File: src/rtl/mchk_pkg.sv
package mchk_pkg;
  typedef enum logic {CAUSE_INSTR = 1'b0, CAUSE_DATA = 1'b1} mc_cause_e;

  // instruction side wins whenever it is present at the boundary
  function automatic mc_cause_e pick_cause(input logic instr_hit);
    return instr_hit ? CAUSE_INSTR : CAUSE_DATA;
  endfunction
endpackage

File: src/rtl/mchk_tags.sv
module mchk_tags #(
  parameter int LINES = 16,
  parameter int IDX_W = 4
) (
  input  logic             clk,
  input  logic             rst_n,
  input  logic             fill_vld,
  input  logic [IDX_W-1:0] fill_idx,
  input  logic             fill_err,
  input  logic             clr_en,
  input  logic [IDX_W-1:0] clr_idx,
  input  logic [IDX_W-1:0] rd_idx,
  output logic             rd_hit
);
  logic [LINES-1:0] tag_q;

  for (genvar g = 0; g < LINES; g++) begin : g_line
    always_ff @(posedge clk) begin
      if (!rst_n)
        tag_q[g] <= 1'b0;
      else if (fill_vld && fill_idx == IDX_W'(g))
        tag_q[g] <= fill_err;          // fill has the last word
      else if (clr_en && clr_idx == IDX_W'(g))
        tag_q[g] <= 1'b0;
    end
  end

  assign rd_hit = tag_q[rd_idx];
endmodule

File: src/rtl/mchk_arb.sv
module mchk_arb import mchk_pkg::*; (
  input  logic      clk,
  input  logic      rst_n,
  input  logic      boundary,
  input  logic      me,
  input  logic      busy,
  input  logic      ievt,
  input  logic      dbus_err,
  output logic      take,
  output mc_cause_e take_cause,
  output logic      dpend_q
);
  logic ok, take_i, take_d;

  always_comb begin
    ok         = boundary && me && !busy;
    take_i     = ok && ievt;
    take_d     = ok && !ievt && dpend_q;
    take       = take_i || take_d;
    take_cause = pick_cause(take_i);
  end

  always_ff @(posedge clk) begin
    if (!rst_n)
      dpend_q <= 1'b0;
    else if (take || !me)
      dpend_q <= 1'b0;                 // not persistent
    else
      dpend_q <= dpend_q || dbus_err;
  end
endmodule

File: src/rtl/mchk_save.sv
module mchk_save #(
  parameter int             PC_W  = 32,
  parameter int             MSR_W = 32,
  parameter logic [MSR_W-1:0] MASK = '0
) (
  input  logic             clk,
  input  logic             rst_n,
  input  logic             take,
  input  logic             rfci,
  input  logic [PC_W-1:0]  pc,
  input  logic [MSR_W-1:0] msr_in,
  output logic [PC_W-1:0]  save_pc,
  output logic [MSR_W-1:0] save_msr,
  output logic             msr_ld,
  output logic [MSR_W-1:0] msr_nxt
);
  function automatic logic [MSR_W-1:0] strip_enables(input logic [MSR_W-1:0] s);
    return s & ~MASK;
  endfunction

  always_ff @(posedge clk) begin
    if (!rst_n) begin
      save_pc  <= '0;
      save_msr <= '0;
      msr_ld   <= 1'b0;
      msr_nxt  <= '0;
    end else if (take) begin
      save_pc  <= pc;
      save_msr <= msr_in;
      msr_ld   <= 1'b1;
      msr_nxt  <= strip_enables(msr_in);
    end else if (rfci) begin
      msr_ld   <= 1'b1;
      msr_nxt  <= save_msr;
    end else begin
      msr_ld   <= 1'b0;
    end
  end
endmodule

File: src/rtl/mchk_ctrl.sv
module mchk_ctrl import mchk_pkg::*; #(
  parameter int               PC_W   = 32,
  parameter int               MSR_W  = 32,
  parameter int               LINES  = 16,
  parameter int               ME_POS = 12,
  parameter logic [MSR_W-1:0] MASK   = 'h9A00,
  parameter int               VEC_W  = 16,
  parameter logic [VEC_W-1:0] VEC    = 'h0200,
  localparam int              IDX_W  = (LINES > 1) ? $clog2(LINES) : 1
) (
  input  logic             clk,
  input  logic             rst_n,
  input  logic             fill_vld,
  input  logic [IDX_W-1:0] fill_idx,
  input  logic             fill_err,
  input  logic             exec_vld,
  input  logic [IDX_W-1:0] exec_idx,
  input  logic [PC_W-1:0]  exec_pc,
  input  logic             dbus_err,
  input  logic [MSR_W-1:0] msr_in,
  input  logic             rfci,
  input  logic             stat_wr,
  input  logic             stat_wd,
  output logic             mc_irq,
  output logic             mc_cause,
  output logic [VEC_W-1:0] mc_vec,
  output logic             inv_vld,
  output logic [IDX_W-1:0] inv_idx,
  output logic [PC_W-1:0]  save_pc,
  output logic [MSR_W-1:0] save_msr,
  output logic             msr_ld,
  output logic [MSR_W-1:0] msr_nxt,
  output logic             imc_sticky
);
  // named internal events, also seen by the checker
  logic      tag_hit, ievt, me, take, dpend_q;
  mc_cause_e take_cause, cause_q;

  assign me   = msr_in[ME_POS];
  assign ievt = exec_vld && tag_hit;

  mchk_tags #(.LINES(LINES), .IDX_W(IDX_W)) u_tags (
    .clk(clk), .rst_n(rst_n),
    .fill_vld(fill_vld), .fill_idx(fill_idx), .fill_err(fill_err),
    .clr_en(ievt), .clr_idx(exec_idx),
    .rd_idx(exec_idx), .rd_hit(tag_hit)
  );

  mchk_arb u_arb (
    .clk(clk), .rst_n(rst_n), .boundary(exec_vld), .me(me), .busy(msr_ld),
    .ievt(ievt), .dbus_err(dbus_err),
    .take(take), .take_cause(take_cause), .dpend_q(dpend_q)
  );

  mchk_save #(.PC_W(PC_W), .MSR_W(MSR_W), .MASK(MASK)) u_save (
    .clk(clk), .rst_n(rst_n), .take(take), .rfci(rfci),
    .pc(exec_pc), .msr_in(msr_in),
    .save_pc(save_pc), .save_msr(save_msr), .msr_ld(msr_ld), .msr_nxt(msr_nxt)
  );

  always_ff @(posedge clk) begin
    if (!rst_n) begin
      mc_irq     <= 1'b0;
      cause_q    <= CAUSE_INSTR;
      inv_vld    <= 1'b0;
      inv_idx    <= '0;
      imc_sticky <= 1'b0;
    end else begin
      mc_irq  <= take;
      if (take) cause_q <= take_cause;
      inv_vld <= ievt;
      if (ievt) inv_idx <= exec_idx;
      if (ievt)
        imc_sticky <= 1'b1;
      else if (stat_wr && !stat_wd)
        imc_sticky <= 1'b0;
    end
  end

  assign mc_cause = cause_q;
  assign mc_vec   = VEC;
endmodule

File: config.mk
export PLATFORM = sky130hd
export DESIGN_NAME = mchk_ctrl
export DESIGN_NICKNAME = d
export VERILOG_FILES = /design/src/rtl/mchk_pkg.sv /design/src/rtl/mchk_tags.sv /design/src/rtl/mchk_arb.sv /design/src/rtl/mchk_save.sv /design/src/rtl/mchk_ctrl.sv
export SDC_FILE = /design/constraint.sdc
export NUM_CORES = 1
export LEC_CHECK = 0
export ABC_AREA = 0
export CAP_MARGIN = 30
export CORE_ASPECT_RATIO = 0.7
export CORE_MARGIN = 2
export CORE_UTILIZATION = 40
export CTS_CLUSTER_DIAMETER = 50
export DETAILED_ROUTE_END_ITERATION = 10
export HOLD_SLACK_MARGIN = 0.1
export PLACE_DENSITY = 0.76
export SETUP_SLACK_MARGIN = 0.4
export SYNTH_ARGS = -nofsm -noshare
export SYNTH_HDL_FRONTEND = slang
export SYNTH_SLANG_ARGS = --single-unit
File: constraint.sdc
create_clock -name clk -period 2.85 [get_ports clk]
set_clock_uncertainty 0.05 [all_clocks]
set_input_delay 0.4275 -clock clk [delete_from_list [all_inputs] [get_ports clk]]
set_output_delay 0.4275 -clock clk [all_outputs]
set_load 0.02 [all_outputs]
==> key figures <==
Outcome
  – Outcome: finished, final reports clean

Placement
  – Input/output buffers: ~190
  – Placed inst area: roughly 0.0074 mm^2
  – DP Wirelength: between 10 and 15 mm
  – Gpl congestion: 0.8144

GRT
  – Largest net degree at the start of global routing: between 90 and 100
  – First-pass GRT wire length: 24.34 mm
  – Initial antenna violation count: 0
  – Gr ovfl total: 0
  – GRT Util Overall: 21.60%
  – Vias in the first global route: ~4800

Critical path
  – CP max stage delay: ~0.55 ns
  – Critical Path Source Type: input port
  – Cell family with most CP delay: multiplexers
  – Reg2Reg Setup Slack: approximately 0.72 ns
  – CP cell instances: dlygate4sd2_1 > mux2_2 > mux4_2 > o21ai_4 > buf_4 > buf_12 > o21ai_0 > nor2_1
  – CP arrival: around 2.6 ns
  – CP Class: in -> reg
  – Worst r2r path cells: 7
  – Reg2reg end: u_save.msr_nxt[9]
  – Crit path max fanout: 6
  – Crit path depth: 8
  – Buf+Inv Stages, Crit Path: 3
  – Crit path to: u_save.msr_nxt[9]
  – Crit path required time: 3.14 ns
  – CP endpoint kind: flip-flop
  – Worst Setup SP: exec_idx[1]
  – R2r startpoint: u_tags.tag_q[13]
  – Crit-path slowest cell: mux4_2

Layout
  – Finished Cell Area: 0.008083 mm^2
  – ANT cells: 0
  – Nets@finish: around 830
  – Synth-to-layout area growth: 50.65%
  – Share of cells above drive strength 1: 19.00%

Min path
  – Hold Crit Start: inv_idx[3]
  – Worst hold path type: reg -> reg

Die
  – Chip width: roughly 140 um
  – Initial Utilization: 40.84%
  – DIE AREA: 0.01437 mm^2
  – Die Span Y: between 100 and 150 um
  – Area of the core: approximately 0.013 mm^2
  – # rows: 35
  – # IOs: 202

Synthesis
  – Ys Warns: 0
  – Post-synthesis register bit count: about 120
  – Post-Syn Area: 0.005365 mm^2
  – Post-Syn Instances: approximately 570
  – Number of library cell types mapped by synthesis: 43
  – Avg Inst Size Synth: around 9.5 um^2
  – Share of the yosys chip area belonging to registers: between 40% and 50%

Power and ir drop
  – Pwr Density: just under 600 mW/mm^2
  – Max VDD drop: around 0.56 mV
  – Leakage: about 3.1 nW
  – Total power: 4.765 mW

STA
  – RSZ-0062 raised after global routing: false
  – Fmax achieved: ~440 MHz
  – Max-slew headroom: 35.90%
  – Final setup vio count: 0
  – Slew at the pin with the worst max-slew slack: ~0.96 ns
  – Final period util: roughly four fifths
  – Final Critical Period: approximately 2.3 ns
  – Setup TNS: 0 ns
  – Final hold viol count: 0
  – Max-slew violation count: 0

Flow run
  – Max cap viols: 0

Clock network
  – Clock transition at the registers of the reported paths: roughly 0.050 ns
  – Post_cts resized: 1
  – H-tree levels: 4
  – Maximum root-to-sink buffer count: 2
  – Cts hold-fix bufs: 0
  – # Post-CTS Setup Buffers: 0
  – Skew-Pair Late Insertion Delay: between 0.4 and 0.5 ns
  – CTS Root Cell: clkbuf_16
  – CTS sink cnt: between 100 and 150
  – CTS tree: yes
  – CTS buffer count: 17

Routing
  – Number of DRC markers in iteration 0: 253
  – Remaining antenna violation count after routing: 0
  – DRT Pass-1 Iters: 5
  – Final WL: approximately 15 mm
  – Vias: about 4900
  – Post-DR wirelength/cell: about 17 um
  – DRC: 0
  – Vias per cell: 5.230
[per-stage QoR]
step           util, %  cells  setup WS [ns]  hold WS [ns]
2_1_floorplan        -    580         0.5677        0.4065
3_3_place_gp     56.60    897       -0.01623        0.3911
3_5_place_dp     56.60    897       -0.07613        0.4003
4_1_cts          61.52    929         0.6041        0.3907
5_1_grt          61.52    929         0.4673        0.4152
6_report         61.52    929         0.5782        0.4000
[power by group]
group | internal [mW] | total, mW | switching (mW)
Combinational | 0.292 | 0.584 | 0.292
Clock | 1.56 | 2.40 | 0.831
Sequential | 1.76 | 1.79 | 0.0299
Total | 3.61 | 4.77 | 1.15
[layout by cell type (no fill, tap or decap), types with 7 or more instances in the layout]
cell type          n
buf_12             8
nand3_1            7
clkbuf_16         17
conb_1            16
mux2_2            31
nor2_1            19
a31o_2            43
a31o_1            14
o211ai_1          11
o22ai_1           13
clkdlybuf4s50_1  182
nor3_1            28
buf_4             21
nand2_1          111
dfxtp_1          122
mux2i_1           46
nand2b_1           7
[layer usage]
metal | vias to the layer above | global-route usage, % | part of all wire (%)
li1 | 2358 | - | -
met1 | 2298 | 26.36 | 43
met2 | 177 | 34.15 | 45
met3 | 26 | 10.07 | 9.5
met4 | 0 | 6.702 | 1.8
met5 | - | 0 | 0
[area by class of cell]
type                       instances  area, um^2
multi-input combinational        392        2616
timing repair buffer             213        2153
sequential                       122        2442
clock buffer                      19       432.9
inverter                           4       15.01
fill                            1072        5055
tap                              166       207.7
clock inverter                    13       215.2
[worst min-delay path, delay by kind of cell (launching register included)]
family,cells,cell delay (ns)
AOI/OAI and AO/OA,1,0.05
DFF,1,0.30
and+or+nand+nor,1,0.05
[worst min path at each step]
stage	to	slack, ns	cells past startpoint
2_1_floorplan	u_tags.tag_q[0]	0.41	2
3_3_place_gp	u_save.save_pc[2]	0.39	2
3_5_place_dp	inv_idx[3]	0.40	2
4_1_cts	u_tags.tag_q[12]	0.39	3
5_1_grt	inv_idx[3]	0.42	2
6_report	inv_idx[3]	0.40	2
[registers in the layout, summed over array words and instances, names as in the netlist]
register,flops
imc_sticky,1
inv_idx,4
inv_vld,1
mc_cause,1
mc_irq,1
u_arb.dpend_q,1
u_save.msr_ld,1
u_save.msr_nxt,32
u_save.save_msr,32
u_save.save_pc,32
u_tags.tag_q,16
[kinds of logic after synthesis]
kind of cell,count (synthesis),share of synthesized area [%]
AND/OR/NAND/NOR,195,16.37
multiplexers,79,15.79
other,2,0.1400
AO/OA/AOI/OAI,102,15.28
buffers and inverters,66,6.903
flip-flops,122,45.52
[synthesized netlist by cell type, drive strengths merged]
cell type / number / area share, %
dfxtp: 122 / 46
nand2: 111 / 7.8
a31o: 57 / 9.3
mux2i: 46 / 8.6
mux2: 32 / 6.8
buf: 31 / 4.5
clkbuf: 31 / 2.2
nor3: 28 / 2.6
nor2: 20 / 1.5
o22ai: 13 / 1.5
o211ai: 11 / 1.5
nand2b: 7 / 0.82
nand3: 7 / 0.65
or2: 6 / 0.70
a21oi: 5 / 0.47
o21ai: 5 / 0.68
inv: 4 / 0.28
nor4b: 4 / 0.65
nor2b: 3 / 0.35
a311oi: 2 / 0.44
conb: 2 / 0.14
nand3b: 2 / 0.28
nand4: 2 / 0.23
nand4b: 2 / 0.33
o21a: 2 / 0.28
o221ai: 2 / 0.33
a21boi: 1 / 0.14
a22oi: 1 / 0.14
a31oi: 1 / 0.12
and3: 1 / 0.12
mux4: 1 / 0.42
nor3b: 1 / 0.14
nor4bb: 1 / 0.19
o211a: 1 / 0.19
o31ai: 1 / 0.14
No activity file was read; power rests on OpenSTA's default activity.
